$ cat config.mk
export PLATFORM = sky130hd
export DESIGN_NAME = sts_poll_shifter
export DESIGN_NICKNAME = d
export VERILOG_FILES = /design/src/rtl/sts_poll_pkg.sv /design/src/rtl/sts_sync.sv /design/src/rtl/sts_link_front.sv /design/src/rtl/sts_cmd_decode.sv /design/src/rtl/sts_cmp_latch.sv /design/src/rtl/sts_byte_shifter.sv /design/src/rtl/sts_poll_shifter.sv
export SDC_FILE = /design/constraint.sdc
export NUM_CORES = 1
export LEC_CHECK = 0
export BUFFER_PORTS_ARGS = -buffer_cell sky130_fd_sc_hd__buf_2
export CORE_UTILIZATION = 25
export DETAILED_ROUTE_END_ITERATION = 10
export MAX_ROUTING_LAYER = met4
export PLACE_DENSITY = 0.47
export SETUP_SLACK_MARGIN = 0.05
export SLEW_MARGIN = 20
export SYNTH_ARGS = -nofsm -noshare
export SYNTH_HDL_FRONTEND = slang
export SYNTH_SLANG_ARGS = --single-unit
$ cat constraint.sdc
create_clock -name clk -period 1.9 [get_ports clk]
set_input_delay 0.095 -clock clk [delete_from_list [all_inputs] [get_ports clk]]
set_output_delay 0.095 -clock clk [all_outputs]
set_load 0.01 [all_outputs]
$ cat src/rtl/sts_poll_pkg.sv
// Package: shared constants and types for the status poll shifter.
// Assumes an 8-bit status byte and a 4-bit density field.
package sts_poll_pkg;

    localparam int BYTE_W = 8;
    localparam int IDX_W  = $clog2(BYTE_W);
    localparam int DENS_W = 4;

    localparam logic [BYTE_W-1:0] OPC_STATUS = 8'hD7;

    // Frame phase of the command decoder.
    typedef enum logic [1:0] {
        PH_OPCODE = 2'd0,
        PH_STATUS = 2'd1,
        PH_IGNORE = 2'd2
    } phase_t;

    // Status byte layout, MSB first.
    typedef struct packed {
        logic              ready;
        logic              cmp_miss;
        logic [DENS_W-1:0] density;
        logic              prot;
        logic              bin_page;
    } sts_byte_t;

endpackage

$ cat src/rtl/sts_sync.sv
// Module: multi-bit flop-chain synchroniser.
// Assumes each bit is an independent level signal. STAGES selects the chain
// length (1 gives a single register).
module sts_sync #(
    parameter int             W       = 3,
    parameter int             STAGES  = 2,
    parameter logic [W-1:0]   RST_VAL = '0
) (
    input  logic         clk,
    input  logic         rst_n,
    input  logic [W-1:0] d,
    output logic [W-1:0] q
);

    generate
        if (STAGES <= 1) begin : g_single
            logic [W-1:0] stg_q;
            // Single capture register.
            always_ff @(posedge clk) begin
                if (!rst_n) stg_q <= RST_VAL;
                else        stg_q <= d;
            end
            assign q = stg_q;
        end else begin : g_chain
            localparam int CW = STAGES * W;
            logic [CW-1:0] chain_q;
            // Shift the sampled vector through STAGES registers.
            always_ff @(posedge clk) begin
                if (!rst_n) chain_q <= {STAGES{RST_VAL}};
                else        chain_q <= {chain_q[CW-W-1:0], d};
            end
            assign q = chain_q[CW-1 -: W];
        end
    endgenerate

endmodule

$ cat src/rtl/sts_link_front.sv
// Module: serial link front end.
// Synchronises chip select, SCK and SI, and produces one-cycle rise and fall
// strobes of SCK. The strobes are masked while the synchronised chip select
// is high. Assumes SCK is slow against clk (each level lasts several clk cycles).
module sts_link_front #(
    parameter int SYNC_STAGES = 2
) (
    input  logic clk,
    input  logic rst_n,
    input  logic spi_cs_n,
    input  logic spi_sck,
    input  logic spi_si,
    output logic cs_idle,
    output logic sck_rise,
    output logic sck_fall,
    output logic si_s
);

    logic [2:0] pins_s;
    logic       sck_s;
    logic       sck_prev_q;

    sts_sync #(
        .W       (3),
        .STAGES  (SYNC_STAGES),
        .RST_VAL (3'b100)
    ) sync_i (
        .clk   (clk),
        .rst_n (rst_n),
        .d     ({spi_cs_n, spi_sck, spi_si}),
        .q     (pins_s)
    );

    assign cs_idle = pins_s[2];
    assign sck_s   = pins_s[1];
    assign si_s    = pins_s[0];

    // Remember the previous synchronised SCK level for edge detection.
    always_ff @(posedge clk) begin
        if (!rst_n) sck_prev_q <= 1'b0;
        else        sck_prev_q <= sck_s;
    end

    // Edge strobes, only while selected.
    always_comb begin
        sck_rise = sck_s & ~sck_prev_q & ~cs_idle;
        sck_fall = ~sck_s & sck_prev_q & ~cs_idle;
    end

endmodule

$ cat src/rtl/sts_cmd_decode.sv
// Module: opcode collector and frame phase tracker.
// Gathers the first byte of a frame MSB first on rising SCK strobes and decides
// whether the frame is a status read. Any other opcode parks the frame in an
// ignore phase until chip select rises.
module sts_cmd_decode
    import sts_poll_pkg::*;
(
    input  logic clk,
    input  logic rst_n,
    input  logic cs_idle,
    input  logic sck_rise,
    input  logic si_s,
    output logic sts_sel
);

    phase_t             phase_q;
    logic [BYTE_W-2:0]  opc_q;
    logic [IDX_W-1:0]   cnt_q;
    logic [BYTE_W-1:0]  opc_full;

    assign opc_full = {opc_q, si_s};

    // Phase, opcode shifter and bit counter.
    always_ff @(posedge clk) begin
        if (!rst_n) begin
            phase_q <= PH_OPCODE;
            opc_q   <= '0;
            cnt_q   <= '0;
        end else if (cs_idle) begin
            phase_q <= PH_OPCODE;
            cnt_q   <= '0;
        end else if (sck_rise && phase_q == PH_OPCODE) begin
            opc_q <= opc_full[BYTE_W-2:0];
            cnt_q <= cnt_q + 1'b1;
            if (cnt_q == IDX_W'(BYTE_W - 1)) begin
                phase_q <= (opc_full == OPC_STATUS) ? PH_STATUS : PH_IGNORE;
            end
        end
    end

    assign sts_sel = (phase_q == PH_STATUS);

endmodule

$ cat src/rtl/sts_cmp_latch.sv
// Module: compare result holder.
// Loads cmp_mismatch on a cmp_done pulse. Also offers the value the latch will
// hold after this edge, so that a snapshot in the same cycle sees a result
// arriving in that cycle.
module sts_cmp_latch (
    input  logic clk,
    input  logic rst_n,
    input  logic cmp_done,
    input  logic cmp_mismatch,
    output logic cmp_q,
    output logic cmp_nxt
);

    assign cmp_nxt = cmp_done ? cmp_mismatch : cmp_q;

    // Hold the most recent compare result.
    always_ff @(posedge clk) begin
        if (!rst_n) cmp_q <= 1'b0;
        else        cmp_q <= cmp_nxt;
    end

endmodule

$ cat src/rtl/sts_byte_shifter.sv
// Module: status byte shifter.
// On each falling SCK strobe in the status phase, it either loads a fresh
// snapshot (bit index 0) or shifts left by one. The MSB of the register is the
// serial output. The live flag marks that the first bit has been driven.
module sts_byte_shifter
    import sts_poll_pkg::*;
(
    input  logic              clk,
    input  logic              rst_n,
    input  logic              cs_idle,
    input  logic              sts_sel,
    input  logic              sck_fall,
    input  logic [BYTE_W-1:0] snap,
    output logic              so,
    output logic              live,
    output logic [IDX_W-1:0]  bit_idx
);

    logic [BYTE_W-1:0] sh_q;
    logic [IDX_W-1:0]  idx_q;
    logic              live_q;

    // Bit position and live flag; cleared when the frame ends.
    always_ff @(posedge clk) begin
        if (!rst_n || cs_idle) begin
            idx_q  <= '0;
            live_q <= 1'b0;
        end else if (sts_sel && sck_fall) begin
            idx_q  <= idx_q + 1'b1;
            live_q <= 1'b1;
        end
    end

    // Data register: snapshot at byte start, shift otherwise.
    always_ff @(posedge clk) begin
        if (!rst_n) begin
            sh_q <= '0;
        end else if (sts_sel && sck_fall) begin
            if (idx_q == '0) sh_q <= snap;
            else             sh_q <= {sh_q[BYTE_W-2:0], 1'b0};
        end
    end

    assign so      = sh_q[BYTE_W-1];
    assign live    = live_q;
    assign bit_idx = idx_q;

endmodule

$ cat src/rtl/sts_poll_shifter.sv
// Module: continuously refreshed status register shifter (top).
// Answers opcode 0xD7 on a mode-0 serial link with a repeating status byte
// that is re-sampled at the start of each byte. Assumes the status inputs are
// synchronous to clk and that SCK is much slower than clk.
module sts_poll_shifter
    import sts_poll_pkg::*;
#(
    parameter int                SYNC_STAGES  = 2,
    parameter logic [DENS_W-1:0] DENSITY_CODE = 4'b1011
) (
    input  logic clk,
    input  logic rst_n,
    input  logic spi_cs_n,
    input  logic spi_sck,
    input  logic spi_si,
    input  logic dev_ready,
    input  logic cmp_done,
    input  logic cmp_mismatch,
    input  logic prot_on,
    input  logic bin_page,
    output logic spi_so,
    output logic spi_so_en
);

    logic             cs_idle;
    logic             sck_rise;
    logic             sck_fall;
    logic             si_s;
    logic             sts_sel;
    logic             cmp_q;
    logic             cmp_nxt;
    logic             so_live;
    logic [IDX_W-1:0] bit_idx;
    sts_byte_t        snap;

    sts_link_front #(
        .SYNC_STAGES (SYNC_STAGES)
    ) front_i (
        .clk      (clk),
        .rst_n    (rst_n),
        .spi_cs_n (spi_cs_n),
        .spi_sck  (spi_sck),
        .spi_si   (spi_si),
        .cs_idle  (cs_idle),
        .sck_rise (sck_rise),
        .sck_fall (sck_fall),
        .si_s     (si_s)
    );

    sts_cmd_decode decode_i (
        .clk      (clk),
        .rst_n    (rst_n),
        .cs_idle  (cs_idle),
        .sck_rise (sck_rise),
        .si_s     (si_s),
        .sts_sel  (sts_sel)
    );

    sts_cmp_latch cmp_i (
        .clk          (clk),
        .rst_n        (rst_n),
        .cmp_done     (cmp_done),
        .cmp_mismatch (cmp_mismatch),
        .cmp_q        (cmp_q),
        .cmp_nxt      (cmp_nxt)
    );

    // Assemble the live status view sampled at each byte start.
    always_comb begin
        snap.ready    = dev_ready;
        snap.cmp_miss = cmp_nxt;
        snap.density  = DENSITY_CODE;
        snap.prot     = prot_on;
        snap.bin_page = bin_page;
    end

    sts_byte_shifter shifter_i (
        .clk      (clk),
        .rst_n    (rst_n),
        .cs_idle  (cs_idle),
        .sts_sel  (sts_sel),
        .sck_fall (sck_fall),
        .snap     (snap),
        .so       (spi_so),
        .live     (so_live),
        .bit_idx  (bit_idx)
    );

    // Enable is gated by the raw pin so release is immediate.
    assign spi_so_en = so_live & ~spi_cs_n;

endmodule

==> metrics.md, run 1 <==
| Metric | Value |
|---|---|
| Final Power | `roughly 1.2 mW` |
| Distinct cell type count after synthesis | `28` |
| Worst-skew pair later-pin latency | `between 200 and 300 ps` |
| Grt total ovfl | `0` |
| PwrDens | `795.9 nW/um^2` |
| GR peak layer | `met2` |
| Hold_ws | `~16 ps` |
| Die area | `5518 sq um` |
| Crit. End Element | `flip-flop` |
| Min-delay src | `spi_si` |
| Leakage | `0.5349 nW` |
| Reg-to-reg critical path endpoint | `decode_i.phase_q[0]` |
| DRC viols | `0` |
| Max Cap Violations | `0` |
| Routed len/inst | `between 10 and 15 microns` |
| Most common cell after layout, fill and taps aside | `dfxtp_1` |
| R2R depth | `3` |
| Clock Tree Buf Depth | `2` |
| Critical path startpoint category | `flip-flop` |
| Ys Warns | `0` |
| Min-Delay Path Class | `input pin to flip-flop` |
| Max Clock Skew | `roughly 5.5 ps` |
| Netlist Area Pre-Place | `1306 sq um` |
| Final clock period utilization by the worst path | `88.13%` |
| Initial Util | `between 20% and 30%` |
| DR iter-0 viols | `47` |
| Commonest non-fill, non-tap cells in the layout | `32 x dfxtp_1, 21 x a21oi_1, 14 x o21ai_0` |
| Hold Crit Depth | `2` |
| Status | `finished, final reports clean` |
| Via count | `1092` |
| Die X | `74.29 microns` |
| Syn_area_per_cell | `9.071 sq um` |
| Nets@finish | `173` |
| Final number of setup-violating endpoints | `0` |
| Worst Max-Slew Pin Slew | `slightly above 500 ps` |
| Placed insts | `218` |
| Tmin final | `approximately 1700 ps` |
| RSZ-0062 raised after global routing | `false` |
| Reg-to-reg slack, setup | `230 ps` |
| Worst r2r src | `decode_i.phase_q[1]` |
| Die Ht | `roughly 74 microns` |
| F_max | `597.2 MHz` |
| Number of global-route vias before repair | `between 1000 and 1500` |
| Port buffer count | `11` |
| Total CTS buffers | `5` |
| Layout cell share with drive strength beyond 1 | `~18%` |
| Peak supply drop | `0.4345 mV` |
| Max Slew Vio Count | `0` |
| Top fanout value on the critical path | `12` |
| Initial antenna violation count | `0` |
| Register area share after synthesis | `49.04%` |
| CTS tree | `built` |
| Total track usage | `about an eighth` |
| First-pass GRT wire length | `about 5 mm` |
| CP required | `around 2100 ps` |
| Total Wirelength | `2.862 mm` |
| Critical Path AT | `between 1500 and 2000 ps` |
| Routability congestion estimate | `between 0.7 and 0.8` |
| Post-route antenna net violation count | `0` |
| H-tree lvl count | `2` |
| Met3 usage | `about 4.9%` |
| Largest net degree at the start of global routing | `16` |
| Vias/cell | `4.811` |
| P&R area growth vs syn | `18.68%` |
| Post-CTS Setup Bufs | `0` |
| Synthesized flop and latch total | `32` |
| Met2 GRT Util | `21.72%` |
| DRT Pass-1 Iters | `4` |
| I/O Pins | `12` |
| Syn Nets | `~160` |
| Root Buffer | `clkbuf_8` |
| Synthesized instance count | `around 140` |
| DP Wirelength | `~2.1 mm` |
| Total negative slack | `0 ps` |
| Worst Path Class, Setup | `flip-flop to flip-flop` |
| Worst slew margin | `around 66%` |
| Core Region | `4880 sq um` |
| Non-Filler Instances | `between 200 and 250` |
| Clock-pin slew on the worst setup and hold paths | `approximately 70 ps` |
| Resized cells post-CTS | `0` |
| Met1 usage | `13.41%` |
| Hold Violations, Final | `0` |
| Hold Path End | `front_i.sync_i.g_chain.chain_q[0]` |
| Num rows | `25` |
| CTS Sinks | `32` |
| Number of diodes | `0` |
-- critical path: stages (launching register included) --
cell and delay [ps]:
dfxtp_1 350, or4b_1 710, o41ai_1 390, nor2b_1 160
-- cell type report --
type	instances	area, sq um
fillers	527	3329
flip-flops and latches	32	640.6
multi-input cells	94	596.8
repair buffers	18	110.1
well taps	67	83.83
clock buffers	6	72.57
inverters	8	30.03
clock inverters	2	16.27
-- report_power, final --
group / internal [mW] / leakage [nW] / switching (mW)
Combinational: 0.0172 / 0.234 / 0.0212
Clock: 0.260 / 0.0414 / 0.253
Sequential: 0.678 / 0.259 / 0.00408
-- registers in the layout, indices dropped and copies added (netlist names) --
register and count:
shifter_i.bit_idx 3, decode_i.cnt_q 3, front_i.sck_prev_q 1, decode_i.opc_q 7, cmp_i.cmp_q 1, decode_i.phase_q 2, shifter_i.sh_q 8, front_i.sync_i.g_chain.chain_q 6
shifter_i.live 1
-- worst max path at each step --
stage / from / to / slack, ps / cells past startpoint
3_3_place_gp: decode_i.phase_q[1] / decode_i.phase_q[0] / 290 / 3
3_5_place_dp: decode_i.phase_q[1] / decode_i.phase_q[0] / 260 / 3
6_report: decode_i.phase_q[1] / decode_i.phase_q[0] / 230 / 3
4_1_cts: decode_i.phase_q[1] / decode_i.phase_q[0] / 230 / 3
2_1_floorplan: decode_i.phase_q[1] / shifter_i.sh_q[2] / 500 / 4
5_1_grt: decode_i.phase_q[1] / decode_i.cnt_q[0] / 140 / 3
-- stage by stage --
step	utilization [%]	worst slack (ps)	area [sq um]
finish	31.77	225.5	1550
global route	31.77	144.1	1550
CTS	31.77	228.3	1550
detailed placement	29.74	256.1	1451
global placement	29.74	293.9	1451
floorplan	-	500.3	1306
-- Yosys cell counts, drive strengths merged --
cell type  number  area [sq um]
nor3            3         15.01
inv             8         30.03
buf             1         5.000
a211oi          2         15.01
o2111ai         1         8.760
nand3          12         60.06
or3             1         6.260
nand4b          3         26.28
nand2           1         3.750
o21ai          14         70.07
a21oi          21         105.1
nand4           1         6.260
nor2            5         21.27
nor4            3         18.77
dfxtp          32         640.6
or4b            2         20.02
clkbuf          9         33.78
mux2i           3         30.03
o41ai           1         8.760
o32ai           1         8.760
ha              4         50.05
and2            6         37.54
nor2b           3         18.77
a31o            1         8.760
nor4b           2         30.03
nand2b          3         18.77
a311oi          1         8.760
-- metal layers --
layer,wire (microns),up-vias
met5,0,-
met2,1499,12
met1,1264,532
met4,25,0
li1,-,544
met3,72,4
-- repair_timing --
action / 4_1_cts / 5_1_grt
endpoints found under the setup margin: 0 / 0
hold buffers: 1 / 0
endpoints found under the hold margin: 1 / 0
-- logic make-up after synthesis --
| kind of cell | share of synthesized area (%) |
|---|---|
| AOI/OAI and AO/OA | 17.91 |
| adders and majority gates | 3.832 |
| buffers and inverters | 5.268 |
| DFF | 49.04 |
| muxes | 2.299 |
| and+or+nand+nor | 21.65 |
(Power assumes the default switching activity.)
==> run 2: changes to the inputs <==
--- a/config.mk
+++ b/config.mk
@@ -5,9 +5,11 @@
 export SDC_FILE = /design/constraint.sdc
 export NUM_CORES = 1
 export LEC_CHECK = 0
+export ABC_AREA = 1
 export BUFFER_PORTS_ARGS = -buffer_cell sky130_fd_sc_hd__buf_2
 export CORE_UTILIZATION = 25
 export DETAILED_ROUTE_END_ITERATION = 10
+export GPL_ROUTABILITY_DRIVEN = 0
 export MAX_ROUTING_LAYER = met4
 export PLACE_DENSITY = 0.47
 export SETUP_SLACK_MARGIN = 0.05
==> metrics.md, run 2 <==
| Metric | Value |
|---|---|
| Top fanout value on the critical path | `7 (was 12)` |
| Status | `finished, final reports clean (unchanged)` |
| Hold_ws | `17.38 ps (was 15.76 ps)` |
| Tmin final | `1254 ps (was 1674 ps)` |
| Asr flop ratio synth | `0% (unchanged)` |
| RSZ-0062 raised after global routing | `false (unchanged)` |
| Total track usage | `10.28% (was 12.72%)` |
| I/O Pins | `12 (unchanged)` |
| Min-Delay Path Class | `input pin to flip-flop (unchanged)` |
| Ys Warns | `0 (unchanged)` |
| Crit. End Element | `flip-flop (unchanged)` |
| Worst Path Class, Setup | `flip-flop to flip-flop (unchanged)` |
| Post-CTS Setup Bufs | `0 (unchanged)` |
| # fillers | `548 (was 527)` |
| Max Slew Vio Count | `0 (unchanged)` |
| Max Cap Violations | `0 (unchanged)` |
| Initial Util | `26.85% (was 26.77%)` |
| Clock-pin slew on the worst setup and hold paths | `60 ps (was 70 ps)` |
| Root Buffer | `clkbuf_8 (unchanged)` |
| Worst path slowest cell | `dfxtp_1 (was or4b_1)` |
| Synth cell count leaders | `38 x nor2_1, 32 x dfxtp_1, 29 x nand2_1, 24 x inv_1, 13 x o21ai_0 (was 32 x dfxtp_1, 21 x a21oi_1, 14 x o21ai_0, 12 x nand3_1, 9 x clkbuf_1)` |
| Critical path startpoint category | `flip-flop (unchanged)` |
| CTS Sinks | `32 (unchanged)` |
| Final Power | `1.203 mW (was 1.234 mW)` |
| Netlist Area Pre-Place | `1310 sq um (was 1306 sq um)` |
| Area of the multi-input gates | `551.8 sq um (was 596.8 sq um)` |
| Die Ht | `74.39 microns (was 74.29 microns)` |
| Layout cell share with drive strength beyond 1 | `15.63% (was 17.50%)` |
| Final clock period utilization by the worst path | `66.02% (was 88.13%)` |
| Resized cells post-CTS | `0 (unchanged)` |
| Critical Path AT | `1470 ps (was 1900 ps)` |
| Number of global-route vias before repair | `924 (was 1103)` |
| EDFF count, synth | `0 (unchanged)` |
| Peak supply drop | `0.2364 mV (was 0.4345 mV)` |
| Crit-path max cell delay | `320 ps (was 710 ps)` |
| Die X | `74.39 microns (was 74.29 microns)` |
| Yosys top cell area share | `48.90% (was 49.04%)` |
| First-pass GRT wire length | `4.015 mm (was 5.016 mm)` |
| Die area | `5534 sq um (was 5518 sq um)` |
| Total Wirelength | `2.309 mm (was 2.862 mm)` |
| F_max | `797.2 MHz (was 597.2 MHz)` |
| Post-route antenna net violation count | `0 (unchanged)` |
| CTS tree | `built (unchanged)` |
| Leakage | `0.6596 nW (was 0.5349 nW)` |
| Max Clock Skew | `5.742 ps (was 5.488 ps)` |
| Synthesized flop and latch total | `32 (unchanged)` |
| Grt total ovfl | `0 (unchanged)` |
| Post-layout util | `31.36% (was 31.77%)` |
| CP required | `2110 ps (was 2120 ps)` |
| P&R area growth vs syn | `16.81% (was 18.68%)` |
| DRT Pass-1 Iters | `3 (was 4)` |
| Number of diodes | `0 (unchanged)` |
| Via count | `1016 (was 1092)` |
| Syn_area_per_cell | `7.529 sq um (was 9.071 sq um)` |
| Vias/cell | `3.923 (was 4.811)` |
| Nets@finish | `206 (was 173)` |
| Initial antenna violation count | `0 (unchanged)` |
| Most common cell after layout, fill and taps aside | `nor2_1 (was dfxtp_1)` |
| Worst Max-Slew Pin Slew | `321.9 ps (was 511.5 ps)` |
| Register area share after synthesis | `48.90% (was 49.04%)` |
| H-tree lvl count | `2 (unchanged)` |
| Hold Violations, Final | `0 (unchanged)` |
| DP Wirelength | `1.588 mm (was 2.079 mm)` |
| Ys flop type | `dfxtp_1 (unchanged)` |
| Worst slew margin | `78.46% (was 65.86%)` |
| Synthesized instance count | `174 (was 144)` |
| Top flop regs | `shifter_i.sh_q: 8 flops, decode_i.opc_q: 7 flops, front_i.sync_i.g_chain.chain_q: 6 flops (unchanged)` |
| Worst-skew pair later-pin latency | `270 ps (was 280 ps)` |
| DR iter-0 viols | `69 (was 47)` |
| Distinct cell type count after synthesis | `21 (was 28)` |
| Largest net degree at the start of global routing | `20 (was 16)` |
| Num rows | `25 (unchanged)` |
| Count leader, synth | `nor2_1 (was dfxtp_1)` |
| Register name with the most flops | `shifter_i.sh_q (unchanged)` |
| Total CTS buffers | `5 (unchanged)` |
| Syn Nets | `188 (was 158)` |
| CTS Hold Bufs | `2 (was 1)` |
| Main area contributors after synthesis | `dfxtp_1 49%, nor2_1 11%, nand2_1 8.3% (was dfxtp_1 49%, a21oi_1 8.0%, o21ai_0 5.4%)` |
| DRC viols | `0 (unchanged)` |
| Final number of setup-violating endpoints | `0 (unchanged)` |
| Max reg flops | `8 (unchanged)` |
| Clock Tree Buf Depth | `2 (unchanged)` |
| PwrDens | `786.1 nW/um^2 (was 795.9 nW/um^2)` |
| Total negative slack | `0 ps (unchanged)` |
| Commonest non-fill, non-tap cells in the layout | `38 x nor2_1, 32 x dfxtp_1, 29 x nand2_1 (was 32 x dfxtp_1, 21 x a21oi_1, 14 x o21ai_0)` |
| Critical Path, Cell by Cell | `inv_1 > ha_1 > inv_1 > nor2_2 > nand2_1 > o21ai_0 > nand2_1 > a21oi_1 (was or4b_1 > o41ai_1 > nor2b_1)` |
| Core Region | `4880 sq um (unchanged)` |
| Port buffer count | `11 (unchanged)` |
| Routed len/inst | `8.915 microns (was 12.61 microns)` |
| Register Area | `640.6 sq um (unchanged)` |
| Largest area contributor in the netlist | `dfxtp_1 (unchanged)` |
run 2: cell types whose count changed in the layout (fill, tap and decap cells not counted), moves of 3 or more:
cell	delta
a21oi_1	-13
and2_1	-6
buf_4	-5
inv_1	+16
mux2i_1	-3
nand2_1	+28
nand2b_1	-3
nand3_1	-11
nand4b_1	-3
nor2_1	+34
nor2_2	+3
nor2b_1	-3
nor4_1	-3
o21ai_1	+4
run 2: metrics by stage:
| stage | worst slack (ps) | cell area (sq um) | std cells |
|---|---|---|---|
| CTS | 621.7 | 1530 | 259 |
| detailed placement | 631.8 | 1433 | 250 |
| global placement | 639.8 | 1433 | 250 |
| global route | 483.3 | 1530 | 259 |
| floorplan | 812.9 | 1310 | 174 |
| finish | 645.6 | 1530 | 259 |
run 2: worst paths after layout:
kind | endpoint | depth (start not counted) | slack, ps | startpoint
hold reg to reg | front_i.sync_i.g_chain.chain_q[3] | 2 | 410 | front_i.sync_i.g_chain.chain_q[0]
setup reg to reg | shifter_i.sh_q[7] | 8 | 650 | shifter_i.bit_idx[0]
setup / recovery | shifter_i.sh_q[7] | 8 | 650 | shifter_i.bit_idx[0]
hold / removal | front_i.sync_i.g_chain.chain_q[2] | 2 | 20 | spi_cs_n
run 2: layout make-up:
class	instances	share of cell area, %
Sequential cell	32	41.86
Multi-Input combinational cell	114	36.06
Inverter	25	6.132
Tap cell	67	5.478
Timing Repair Buffer	14	5.397
Clock buffer	6	4.742
Clock inverter	1	0.3271
run 2: logic make-up (layout without fill, tap and decap cells):
group,count (synthesis),count (layout),share of synthesized area (%)
compound gates,25,25,9.551
xor+xnor,2,2,1.337
fa+ha+maj,4,4,3.821
buf+inv,28,46,8.978
flops,32,32,48.90
simple gates,83,83,27.41
run 2: critical path, delay by kind of cell (launching register included):
kind	cells	cell delay (ps)
compound gates	2	200
simple gates	3	390
flops	1	320
buf+inv	2	130
fa+ha+maj	1	170
run 2: per-layer routing:
metal	global-route usage, %	vias to the layer above	wire, microns
met1	12.56	426	1179
li1	-	570	-
met5	-	-	0
met2	14.11	15	971
met3	4.336	5	112
met4	5.660	0	46
run 2: where the power goes:
part / leakage (nW) / internal, mW / switching, mW / total [mW]
Sequential: 0.259 / 0.681 / 0.00427 / 0.685
Clock: 0.0410 / 0.248 / 0.223 / 0.471
Combinational: 0.359 / 0.0209 / 0.0256 / 0.0465
Total: 0.660 / 0.950 / 0.253 / 1.20
